`src/rtl/scanport_pkg.sv`:
```
package scanport_pkg;
  localparam int IR_W = 5;

  typedef enum logic [3:0] {
    TS_RESET, TS_IDLE,
    TS_SEL_DR, TS_CAP_DR, TS_SH_DR, TS_EX1_DR, TS_PA_DR, TS_EX2_DR, TS_UP_DR,
    TS_SEL_IR, TS_CAP_IR, TS_SH_IR, TS_EX1_IR, TS_PA_IR, TS_EX2_IR, TS_UP_IR
  } tap_st_t;

  typedef enum logic [2:0] {
    PATH_BYP, PATH_ID, PATH_UC, PATH_BSR, PATH_U1, PATH_U2
  } dpath_t;

  localparam logic [IR_W-1:0] OP_EXTEST = 5'b00000;
  localparam logic [IR_W-1:0] OP_SAMPLE = 5'b00001;
  localparam logic [IR_W-1:0] OP_USER1  = 5'b00010;
  localparam logic [IR_W-1:0] OP_USER2  = 5'b00011;
  localparam logic [IR_W-1:0] OP_CFGIN  = 5'b00101;
  localparam logic [IR_W-1:0] OP_INTEST = 5'b00111;
  localparam logic [IR_W-1:0] OP_UCODE  = 5'b01000;
  localparam logic [IR_W-1:0] OP_IDCODE = 5'b01001;
  localparam logic [IR_W-1:0] OP_HIGHZ  = 5'b01010;
  localparam logic [IR_W-1:0] OP_JSTART = 5'b01100;
  localparam logic [IR_W-1:0] IR_CAPTURE = 5'b00001;

  function automatic tap_st_t tap_next(tap_st_t s, logic m);
    case (s)
      TS_RESET:  return m ? TS_RESET  : TS_IDLE;
      TS_IDLE:   return m ? TS_SEL_DR : TS_IDLE;
      TS_SEL_DR: return m ? TS_SEL_IR : TS_CAP_DR;
      TS_CAP_DR: return m ? TS_EX1_DR : TS_SH_DR;
      TS_SH_DR:  return m ? TS_EX1_DR : TS_SH_DR;
      TS_EX1_DR: return m ? TS_UP_DR  : TS_PA_DR;
      TS_PA_DR:  return m ? TS_EX2_DR : TS_PA_DR;
      TS_EX2_DR: return m ? TS_UP_DR  : TS_SH_DR;
      TS_UP_DR:  return m ? TS_SEL_DR : TS_IDLE;
      TS_SEL_IR: return m ? TS_RESET  : TS_CAP_IR;
      TS_CAP_IR: return m ? TS_EX1_IR : TS_SH_IR;
      TS_SH_IR:  return m ? TS_EX1_IR : TS_SH_IR;
      TS_EX1_IR: return m ? TS_UP_IR  : TS_PA_IR;
      TS_PA_IR:  return m ? TS_EX2_IR : TS_PA_IR;
      TS_EX2_IR: return m ? TS_UP_IR  : TS_SH_IR;
      default:   return m ? TS_SEL_DR : TS_IDLE;
    endcase
  endfunction

  // Unlisted codes, including the readback code, fall back to bypass.
  function automatic dpath_t path_of(logic [IR_W-1:0] op);
    case (op)
      OP_EXTEST, OP_SAMPLE, OP_INTEST: return PATH_BSR;
      OP_USER1:  return PATH_U1;
      OP_USER2:  return PATH_U2;
      OP_UCODE:  return PATH_UC;
      OP_IDCODE: return PATH_ID;
      default:   return PATH_BYP;
    endcase
  endfunction
endpackage

```
`src/rtl/scanport_fsm.sv`:
```
module scanport_fsm
  import scanport_pkg::*;
(
  input  logic clk,
  input  logic rst,
  input  logic tms,
  output logic f_reset,
  output logic f_idle_entry,
  output logic f_cap_dr,
  output logic f_sh_dr,
  output logic f_up_dr,
  output logic f_cap_ir,
  output logic f_sh_ir,
  output logic f_up_ir
);
  tap_st_t st, nxt;

  always_comb nxt = tap_next(st, tms);

  // Each flag is registered from the next state, so it equals (st == X).
  always_ff @(posedge clk) begin
    if (rst) begin
      st           <= TS_RESET;
      f_reset      <= 1'b1;
      f_idle_entry <= 1'b0;
      f_cap_dr     <= 1'b0;
      f_sh_dr      <= 1'b0;
      f_up_dr      <= 1'b0;
      f_cap_ir     <= 1'b0;
      f_sh_ir      <= 1'b0;
      f_up_ir      <= 1'b0;
    end else begin
      st           <= nxt;
      f_reset      <= (nxt == TS_RESET);
      f_idle_entry <= (nxt == TS_IDLE) && (st != TS_IDLE);
      f_cap_dr     <= (nxt == TS_CAP_DR);
      f_sh_dr      <= (nxt == TS_SH_DR);
      f_up_dr      <= (nxt == TS_UP_DR);
      f_cap_ir     <= (nxt == TS_CAP_IR);
      f_sh_ir      <= (nxt == TS_SH_IR);
      f_up_ir      <= (nxt == TS_UP_IR);
    end
  end


  five_ones_reset_chk: assert property (@(posedge clk) disable iff (rst)
    (tms && $past(tms) && $past(tms, 2) && $past(tms, 3) && $past(tms, 4)) |=> f_reset);


  upir_to_idle_chk: assert property (@(posedge clk) disable iff (rst)
    (f_up_ir && !tms) |=> f_idle_entry);


  capdr_to_shift_chk: assert property (@(posedge clk) disable iff (rst)
    (f_cap_dr && !tms) |=> f_sh_dr);
endmodule

```
`src/rtl/scanport_ir.sv`:
```
module scanport_ir
  import scanport_pkg::*;
(
  input  logic   clk,
  input  logic   rst,
  input  logic   tdi,
  input  logic   f_reset,
  input  logic   f_cap_ir,
  input  logic   f_sh_ir,
  input  logic   f_up_ir,
  output logic   sh_lsb,
  output dpath_t path,
  output logic   sel1,
  output logic   sel2,
  output logic   hiz,
  output logic   cfg_in,
  output logic   jstart
);
  logic [IR_W-1:0] ir_sh, ir_q, ir_nxt;

  always_comb begin
    ir_nxt = ir_q;
    if (f_reset)      ir_nxt = OP_IDCODE;
    else if (f_up_ir) ir_nxt = ir_sh;
  end

  always_ff @(posedge clk) begin
    if (rst) begin
      ir_sh  <= IR_CAPTURE;
      ir_q   <= OP_IDCODE;
      path   <= PATH_ID;
      sel1   <= 1'b0;
      sel2   <= 1'b0;
      hiz    <= 1'b0;
      cfg_in <= 1'b0;
      jstart <= 1'b0;
    end else begin
      if (f_cap_ir)     ir_sh <= IR_CAPTURE;
      else if (f_sh_ir) ir_sh <= {tdi, ir_sh[IR_W-1:1]};
      ir_q   <= ir_nxt;
      path   <= path_of(ir_nxt);
      sel1   <= (ir_nxt == OP_USER1);
      sel2   <= (ir_nxt == OP_USER2);
      hiz    <= (ir_nxt == OP_HIGHZ);
      cfg_in <= (ir_nxt == OP_CFGIN);
      jstart <= (ir_nxt == OP_JSTART);
    end
  end

  assign sh_lsb = ir_sh[0];


  ir_capture_chk: assert property (@(posedge clk) disable iff (rst)
    f_cap_ir |=> (ir_sh == IR_CAPTURE));


  reset_loads_id_chk: assert property (@(posedge clk) disable iff (rst)
    f_reset |=> (path == PATH_ID));


  hiz_uses_bypass_chk: assert property (@(posedge clk) disable iff (rst)
    hiz |-> (path == PATH_BYP));
endmodule

```
`src/rtl/scanport_dr.sv`:
```
module scanport_dr
  import scanport_pkg::*;
#(
  parameter logic [31:0] ID_VALUE  = 32'h0000_0001,
  parameter logic [31:0] USER_CODE = 32'h0000_0000,
  parameter int          BSR_LEN   = 8   // 1..32
)
(
  input  logic   clk,
  input  logic   rst,
  input  logic   tdi,
  input  dpath_t path,
  input  logic   f_cap_dr,
  input  logic   f_sh_dr,
  output logic   dr_lsb
);
  localparam int DR_W  = 32;
  localparam int IDX_W = $clog2(DR_W);
  localparam logic [IDX_W-1:0] BSR_TOP = IDX_W'(BSR_LEN - 1);
  localparam logic [IDX_W-1:0] WORD_TOP = IDX_W'(DR_W - 1);

  logic [DR_W-1:0]  dr_sh, shifted, cap_val;
  logic [IDX_W-1:0] top_idx;

  always_comb begin
    case (path)
      PATH_ID, PATH_UC: top_idx = WORD_TOP;
      PATH_BSR:         top_idx = BSR_TOP;
      default:          top_idx = '0;
    endcase
  end

  always_comb begin
    case (path)
      PATH_ID: cap_val = ID_VALUE;
      PATH_UC: cap_val = USER_CODE;
      default: cap_val = '0;
    endcase
  end

  always_comb begin
    shifted          = dr_sh >> 1;
    shifted[top_idx] = tdi;
  end

  always_ff @(posedge clk) begin
    if (rst)           dr_sh <= '0;
    else if (f_cap_dr) dr_sh <= cap_val;
    else if (f_sh_dr)  dr_sh <= shifted;
  end

  assign dr_lsb = dr_sh[0];


  bypass_zero_chk: assert property (@(posedge clk) disable iff (rst)
    (f_cap_dr && path == PATH_BYP) |=> !dr_lsb);


  id_lsb_one_chk: assert property (@(posedge clk) disable iff (rst)
    (f_cap_dr && path == PATH_ID) |=> dr_lsb);
endmodule

```
`src/rtl/scanport_ctrl.sv`:
```
module scanport_ctrl
  import scanport_pkg::*;
#(
  parameter logic [3:0]  ID_VERSION = 4'h0,
  parameter logic [6:0]  ID_FAMILY  = 7'h03,
  parameter logic [8:0]  ID_ARRAY   = 9'h010,
  parameter logic [10:0] ID_MAKER   = 11'h049,
  parameter logic [31:0] USER_CODE  = 32'hC0DE_5A17,
  parameter int          BSR_LEN    = 8
)
(
  input  logic tck,
  input  logic rst,
  input  logic tms,
  input  logic tdi,
  output logic tdo,
  output logic tdo_oe,
  output logic usr1_sel,
  output logic usr2_sel,
  input  logic usr1_tdo,
  input  logic usr2_tdo,
  output logic usr1_ck_en,
  output logic usr2_ck_en,
  output logic usr_tdi,
  output logic usr_reset,
  output logic usr_capture,
  output logic usr_shift,
  output logic usr_update,
  output logic cfg_bit,
  output logic cfg_valid,
  output logic dev_start,
  output logic io_hiz
);
  localparam logic [31:0] ID_VALUE = {ID_VERSION, ID_FAMILY, ID_ARRAY, ID_MAKER, 1'b1};

  logic   f_reset, f_idle_entry, f_cap_dr, f_sh_dr, f_up_dr, f_cap_ir, f_sh_ir, f_up_ir;
  logic   ir_lsb, dr_lsb, cfg_in, jstart, dr_out;
  dpath_t path;

  scanport_fsm u_fsm (
    .clk(tck), .rst(rst), .tms(tms),
    .f_reset(f_reset), .f_idle_entry(f_idle_entry),
    .f_cap_dr(f_cap_dr), .f_sh_dr(f_sh_dr), .f_up_dr(f_up_dr),
    .f_cap_ir(f_cap_ir), .f_sh_ir(f_sh_ir), .f_up_ir(f_up_ir)
  );

  scanport_ir u_ir (
    .clk(tck), .rst(rst), .tdi(tdi),
    .f_reset(f_reset), .f_cap_ir(f_cap_ir), .f_sh_ir(f_sh_ir), .f_up_ir(f_up_ir),
    .sh_lsb(ir_lsb), .path(path), .sel1(usr1_sel), .sel2(usr2_sel),
    .hiz(io_hiz), .cfg_in(cfg_in), .jstart(jstart)
  );

  scanport_dr #(.ID_VALUE(ID_VALUE), .USER_CODE(USER_CODE), .BSR_LEN(BSR_LEN)) u_dr (
    .clk(tck), .rst(rst), .tdi(tdi), .path(path),
    .f_cap_dr(f_cap_dr), .f_sh_dr(f_sh_dr), .dr_lsb(dr_lsb)
  );

  always_comb begin
    case (path)
      PATH_U1: dr_out = usr1_tdo;
      PATH_U2: dr_out = usr2_tdo;
      default: dr_out = dr_lsb;
    endcase
  end

  // Serial output moves on the falling edge, half a cycle before the shift.
  always_ff @(negedge tck) begin
    if (rst) begin
      tdo    <= 1'b0;
      tdo_oe <= 1'b0;
    end else begin
      tdo_oe <= f_sh_ir | f_sh_dr;
      tdo    <= f_sh_ir ? ir_lsb : dr_out;
    end
  end

  always_ff @(posedge tck) begin
    if (rst) begin
      cfg_valid <= 1'b0;
      cfg_bit   <= 1'b0;
    end else begin
      cfg_valid <= f_sh_dr & cfg_in;
      if (f_sh_dr & cfg_in) cfg_bit <= tdi;
    end
  end

  assign dev_start   = f_idle_entry & jstart;
  assign usr_tdi     = tdi;
  assign usr_reset   = f_reset;
  assign usr_capture = f_cap_dr;
  assign usr_shift   = f_sh_dr;
  assign usr_update  = f_up_dr;
  assign usr1_ck_en  = usr1_sel & (f_cap_dr | f_sh_dr);
  assign usr2_ck_en  = usr2_sel & (f_cap_dr | f_sh_dr);


  cfg_follow_chk: assert property (@(posedge tck) disable iff (rst)
    cfg_valid |-> ($past(f_sh_dr) && $past(cfg_in)));


  start_once_chk: assert property (@(posedge tck) disable iff (rst)
    dev_start |=> !dev_start);


  oe_on_shift_chk: assert property (@(negedge tck) disable iff (rst)
    (f_sh_dr || f_sh_ir) |=> tdo_oe);


  oe_off_chk: assert property (@(negedge tck) disable iff (rst)
    !(f_sh_dr || f_sh_ir) |=> !tdo_oe);


  mode_mutex_chk: assert property (@(posedge tck) disable iff (rst)
    $onehot0({usr1_sel, usr2_sel, io_hiz, cfg_in, jstart}));
endmodule

```
`config.mk`:
```
export PLATFORM = sky130hd
export DESIGN_NAME = scanport_ctrl
export DESIGN_NICKNAME = d
export VERILOG_FILES = /design/src/rtl/scanport_pkg.sv /design/src/rtl/scanport_fsm.sv /design/src/rtl/scanport_ir.sv /design/src/rtl/scanport_dr.sv /design/src/rtl/scanport_ctrl.sv
export SDC_FILE = /design/constraint.sdc
export NUM_CORES = 1
export LEC_CHECK = 0
export BUFFER_PORTS_ARGS = -buffer_cell sky130_fd_sc_hd__buf_2
export CORE_ASPECT_RATIO = 0.75
export CORE_UTILIZATION = 43
export DETAILED_ROUTE_END_ITERATION = 10
export GPL_TIMING_DRIVEN = 0
export RECOVER_POWER = 100
export SLEW_MARGIN = 20
export SYNTH_ARGS = -nofsm -noshare
export SYNTH_HDL_FRONTEND = slang
export SYNTH_SLANG_ARGS = --single-unit
```
`constraint.sdc`:
```
create_clock -name tck -period 2.1 [get_ports tck]
set_clock_uncertainty 0.15 [all_clocks]
set_input_delay 0.105 -clock tck [delete_from_list [all_inputs] [get_ports tck]]
set_output_delay 0.105 -clock tck [all_outputs]
set_load 0.05 [all_outputs]
```
==> out/results.txt, run 1 <==
# fillers: 597
clk_lat worst skew: 0.34 ns
initial antenna violation count: 0
vias in the first global route: 2029
first-pass GRT wire length: 10.1 mm
asr flop ratio synth: 0%
Wirelength per Cell: 14.2 µm
final core occ: 53.6%
CTS sink cnt: 66
M2 GR Usage: 27.2%
setup violators final: 3
Die ar.: 7090 µm²
share of layout cells above drive strength 1: 16.1%
Core Area: 6410 µm²
CP required: 1.85 ns
maximum clock path buffer count: 2
Crit path max-delay family: flip-flops
Post-synth EDFFs: 0
CP arrival: 1.88 ns
CTS tree: done
combinational power share: 6.0%
Synth Register Bits: 66
Layout Nets: 349
htree depth: 3
Syn Area/Cell: 9.43 µm²
leakage: 1.22 nW
DRT iter0 DRCs: 119
Clock transition at path regs: 0.07 ns
Pre-antenna DRT Iters: 4
CP Capture Type: output pin
maximum VDD drop: 0.408 mV
failing checks: negative setup slack
post-synthesis cell area: 2900 µm²
CP Launch Type: flip-flop
critical path fanouts, max: 1
# port buffers: 20
largest net degree at the start of global routing: 20
endpoints failing hold: 0
sequential fraction of the synthesis area: 45.5%
total global-route track usage: 18.5%
WS Path Type: flip-flop to output pin
setup TNS: -0.101 ns
hpwl dp: 4.21 mm
Starting Density: 45.3%
CP peak stage delay: 0.32 ns
Switch Pwr: 0.000605 W
DR vias/cell: 5.35
TritonCTS Buffers: 9
Synth-to-Final Area Change: 18.4%
die extent in x: 96.9 µm
grt met3 use: 5.56%
pwr dens: 835 nW/µm²
crit path buf inv count: 1
most crowded layer after global routing: met2
Worst-Margin Slew: 0.638 ns
Slew Limit Headroom: 57.5%
Max Cap Violations: 0
die height: 73.2 µm
Synth area leader: dfxtp_1
number of cell rows: 25
DRC Markers: 0
switching part of the total power: 21.1%
n_diodes: 0
most frequent cell after synthesis: dfxtp_1
cell-internal power: 0.00227 W
drt total wl: 6.09 mm
Mapped Cells: 308
Final ANT Viol Nets: 0
clock share of power: 49.6%
Slew Viols, Final: 0
main flop type after synthesis: dfxtp_1
Congestion Overflow GR: 0
YS warnings: 0
RSZ-0062 raised after global routing: yes
Synth area leaders: dfxtp_1, mux2i_1, nor2_1, o21a_1, nor3_1
syn nets: 314
status: finished, violations left
share of power burned in registers: 44.4%
slowest cell on the critical path: dfxtp_2
I/O Pins: 21
post-synth cell types: 52
CP Cell Sequence: buf_8
vias: 2297
worst setup margin: -0.0384 ns
routability cong.: 0.826
CTS root buf: clkbuf_8
met1 Use GR: 25.9%
HP Class: input port to flip-flop
top-area cell type share of the netlist area: 45.5%
most frequent cells after synthesis: dfxtp_1, nor2_1, mux2i_1
==> final timing paths <==
path	from	end	slack, ns	cells after the start
max	tdo_oe$_SDFF_NP0_	tdo_oe	-0.04	1
max reg2reg	u_ir.path[0]$_SDFF_PP1_	tdo$_SDFF_NP0_	-0.02	3
min	rst	u_ir.ir_q[2]$_SDFF_PP0_	0.07	3
min reg2reg	u_dr.dr_sh[31]$_SDFFE_PP0N_	u_dr.dr_sh[31]$_SDFFE_PP0N_	0.31	2
==> repair_timing <==
| action | 4_1_cts | 5_1_grt |
|---|---|---|
| gates resized for setup | 10 | 4 |
| hold buffers | 3 | 0 |
| buffers inserted | 3 | 0 |
| hold endpoints to repair | 7 | 0 |
| endpoints found under the setup margin | 4 | 4 |
==> sequential cells by signal, summed over array words and instances (netlist names), 3 cells and up <==
name	cells
u_ir.ir_q	5
u_dr.dr_sh	32
u_ir.ir_sh	5
u_fsm.st	4
u_ir.path	3
==> kinds of logic (layout without fill, tap and decap cells) <==
| group | after synthesis | after routing | share of synthesized area (%) |
|---|---|---|---|
| XOR/XNOR | 1 | 1 | 0.302 |
| multiplexers | 37 | 37 | 12.8 |
| flip-flops | 66 | 66 | 45.5 |
| AND/OR/NAND/NOR | 115 | 115 | 21.5 |
| AO/OA/AOI/OAI | 55 | 55 | 14.0 |
| buffers and inverters | 34 | 74 | 6.03 |
==> layout by cell type, fill, tap and decap left out, types with 4 or more instances in the layout <==
master,instances
nor2b_1,5
clkbuf_8,9
dfxtp_1,61
buf_2,11
o21a_1,15
nor3_1,14
clkbuf_1,24
nand2_1,10
nand3_1,5
o21ai_0,4
nor2_2,4
nor2_1,46
a211oi_1,7
a21oi_1,9
nand2b_1,9
mux2i_1,37
inv_1,9
==> stage by stage <==
| step | power (W) | worst slack [ns] | cell area, µm² | hold WS, ns | std cells |
|---|---|---|---|---|---|
| global route | 0.00298 | -0.0768 | 3440 | 0.0936 | 429 |
| CTS | 0.00290 | -0.0544 | 3480 | 0.0681 | 429 |
| detailed placement | 0.00148 | -0.521 | 3150 | 0.218 | 409 |
| global placement | 0.00148 | -0.517 | 3150 | 0.214 | 409 |
| finish | 0.00287 | -0.0384 | 3440 | 0.0706 | 429 |
| floorplan | 0.00144 | -0.140 | 2940 | 0.0902 | 308 |
==> per-layer routing <==
metal	wire length [µm]	vias up
met2	2540	46
met4	62	0
li1	-	1144
met1	3230	1098
met5	0	-
met3	268	9
==> power by group through the flow <==
| stage | clock (W) | sequential [W] | combinational (W) |
|---|---|---|---|
| 2_1_floorplan | 0.00000895 | 0.00131 | 0.000118 |
| 3_3_place_gp | 0.00000895 | 0.00131 | 0.000169 |
| 3_5_place_dp | 0.00000895 | 0.00131 | 0.000171 |
| 4_1_cts | 0.00145 | 0.00127 | 0.000175 |
| 5_1_grt | 0.00152 | 0.00128 | 0.000189 |
| 6_report | 0.00142 | 0.00127 | 0.000173 |
==> cell type report <==
class,count,area (µm²),area share (%)
timing repair buffer,26,155,4.51
clock inverter,6,106,3.09
clock buffer,12,178,5.17
inverter,7,26.3,0.764
tap,81,101,2.95
sequential,66,1340,38.8
buffer,23,138,4.00
multi-input combinational,208,1400,40.7
No activity file was read; power rests on OpenSTA's default activity.
==> inputs of run 2 (changes only) <==
--- a/config.mk
+++ b/config.mk
@@ -6,7 +6,7 @@
 export NUM_CORES = 1
 export LEC_CHECK = 0
 export BUFFER_PORTS_ARGS = -buffer_cell sky130_fd_sc_hd__buf_2
-export CORE_ASPECT_RATIO = 0.75
+export CORE_ASPECT_RATIO = 0.5
 export CORE_UTILIZATION = 43
 export DETAILED_ROUTE_END_ITERATION = 10
 export GPL_TIMING_DRIVEN = 0
==> run 2 against run 1 <==
Against the previous run: the run still ends with negative setup slack left; cell count is 1.2% higher; worst setup slack worse by 0.0051 ns; sequential share of layout area is 0.18 points higher; register-to-register slack better by 0.02 ns; first-iteration DRC count is 17% lower; global-route usage is 0.060 points lower; largest cell class unchanged; largest power group unchanged.
==> out/results.txt, run 2 (synthesis results as in run 1) <==
CP Launch Type: flip-flop
RSZ-0062 raised after global routing: yes
Congestion Overflow GR: 0 (unchanged)
maximum VDD drop: 0.496 mV (+22%)
most common cell after layout, fill and taps aside: dfxtp_1
Clock transition at path regs: 0.05 ns (-0.02 ns)
htree depth: 3 (unchanged)
initial antenna violation count: 0 (unchanged)
routability cong.: 0.866 (+4.8%)
vias: 2235 (-2.7%)
Core Area: 6280 µm² (-2.0%)
CP arrival: 1.89 ns (about the same)
Crit path max-delay family: flip-flops
Hold Startpoint: rst
DRC Markers: 0 (unchanged)
Die ar.: 7110 µm² (+0.23%)
# fillers: 601 (+0.67%)
# port buffers: 20 (unchanged)
Slew Limit Headroom: 54.3% (-3.1 points)
n_diodes: 0 (unchanged)
max reg flops: 32 (unchanged)
Worst-Margin Slew: 0.685 ns (+0.0470 ns)
share of layout cells above drive strength 1: 14.7% (-1.4 points)
CTS tree: done
clk_lat worst skew: 0.33 ns (about the same)
setup violators final: 2 (-1)
r2r startpoint: u_ir.path[2]$_SDFF_PP0_
multi-input logic area: 1390 µm² (-0.98%)
Hold Path End: u_ir.ir_q[2]$_SDFF_PP0_
endpoints failing hold: 0 (unchanged)
first-pass GRT wire length: 9.89 mm (-2.6%)
Reg2Reg Depth: 4 (+1)
Post-Place Setup Slack: -0.486 ns (+0.0356 ns)
CP required: 1.85 ns (about the same)
Area after DPL: 3150 µm² (+0.28%)
I/O Pins: 21 (unchanged)
number of cell rows: 20 (-20%)
CP Cell Sequence: buf_8
WS Path Type: flip-flop to output pin
largest net degree at the start of global routing: 20 (unchanged)
critical path fanouts, max: 1 (unchanged)
r2r setup slk: 0 ns (+0.02 ns)
die height: 60.1 µm (-18%)
Hold WS: 0.109 ns (+0.0386 ns)
total global-route track usage: 18.5% (-0.060 points)
TritonCTS Buffers: 9 (unchanged)
hpwl dp: 4.10 mm (-2.6%)
hold path cells: 3 (unchanged)
register area: 1330 µm² (-0.19%)
Starting Density: 46.2% (+0.95 points)
r2r endpoint: tdo$_SDFF_NP0_
worst setup margin: -0.0435 ns (-0.00509 ns)
Pre-antenna DRT Iters: 4 (unchanged)
CP peak stage delay: 0.32 ns (about the same)
DRT iter0 DRCs: 99 (-17%)
top flop regs: u_dr.dr_sh (32), u_ir.ir_q (5), u_ir.ir_sh (5)
largest register by flop count: u_dr.dr_sh
pwr dens: 839 nW/µm² (+0.40%)
Synth-to-Final Area Change: 17.6%
slowest cell on the critical path: dfxtp_2
CTS sink cnt: 66 (unchanged)
Final ANT Viol Nets: 0 (unchanged)
Max Cap Violations: 0 (unchanged)
Wirelength per Cell: 13.8 µm (-2.9%)
Slew Viols, Final: 0 (unchanged)
CP Capture Type: output pin
status: finished, violations left
drt total wl: 5.99 mm (-1.8%)
failing checks: negative setup slack
maximum clock path buffer count: 2 (unchanged)
DR vias/cell: 5.15 (-3.8%)
crit path buf inv count: 1 (unchanged)
Layout Nets: 348 (-0.29%)
vias in the first global route: 2075 (+2.3%)
leakage: 1.22 nW (-0.51%)
die extent in x: 118 µm (+22%)
post-route cell area: 3420 µm² (-0.65%)
commonest non-fill, non-tap cells in the layout: dfxtp_1, nor2_1, mux2i_1
CTS root buf: clkbuf_16
HP Class: input port to flip-flop
run 2: how the worst max path moves through the flow:
stage,start,to,cells past startpoint
after floorplan,u_fsm.f_sh_dr$_SDFF_PP0_,tdo_oe$_SDFF_NP0_,5
after global placement,rst,tdo_oe$_SDFF_NP0_,5
after detailed placement,rst,tdo_oe$_SDFF_NP0_,5
after CTS,tdo$_SDFF_NP0_,tdo,1
after global routing,tdo$_SDFF_NP0_,tdo,1
final,tdo$_SDFF_NP0_,tdo,1
run 2: report_power, final:
group / switching (W) / internal (W) / total, W
clock network: 0.000508 / 0.000907 / 0.00142
registers: 0.0000101 / 0.00127 / 0.00128
logic: 0.000108 / 0.0000613 / 0.000169
run 2: timing repair:
action	in CTS	in global routing
buffers inserted	1	1
endpoints found under the hold margin	5	0
hold buffers	3	0
resized for setup	8	1
setup endpoints to repair	4	3
pin swaps	0	0
cloned	0	0
run 2: per-stage QoR:
step | setup TNS [ns] | cells | util (%) | power (W)
finish | -0.0851 | 434 | 54.4 | 0.00286
global route | -0.164 | 434 | 54.4 | 0.00297
CTS | -0.106 | 433 | 55.2 | 0.00290
detailed placement | -0.664 | 416 | 50.2 | 0.00148
global placement | -0.617 | 416 | 50.2 | 0.00148
floorplan | -0.140 | 308 | - | 0.00144
run 2: area by class of cell:
cell class / instances / share of cell area [%]
clock inverters: 6 / 1.50
inverters: 7 / 0.769
multi-input cells: 208 / 40.5
repair buffers: 25 / 4.21
flip-flops and latches: 66 / 39.0
clock buffers: 11 / 6.81
well taps: 88 / 3.22
plain buffers: 23 / 3.92
run 2: routing by layer:
| layer | global-route usage [%] | part of all wire [%] | vias to the layer above |
|---|---|---|---|
| li1 | - | - | 1134 |
| met2 | 30.8 | 44 | 27 |
| met1 | 22.4 | 51 | 1066 |
| met5 | 0 | 0 | - |
| met4 | 5.13 | 0.77 | 0 |
| met3 | 7.44 | 4.1 | 8 |
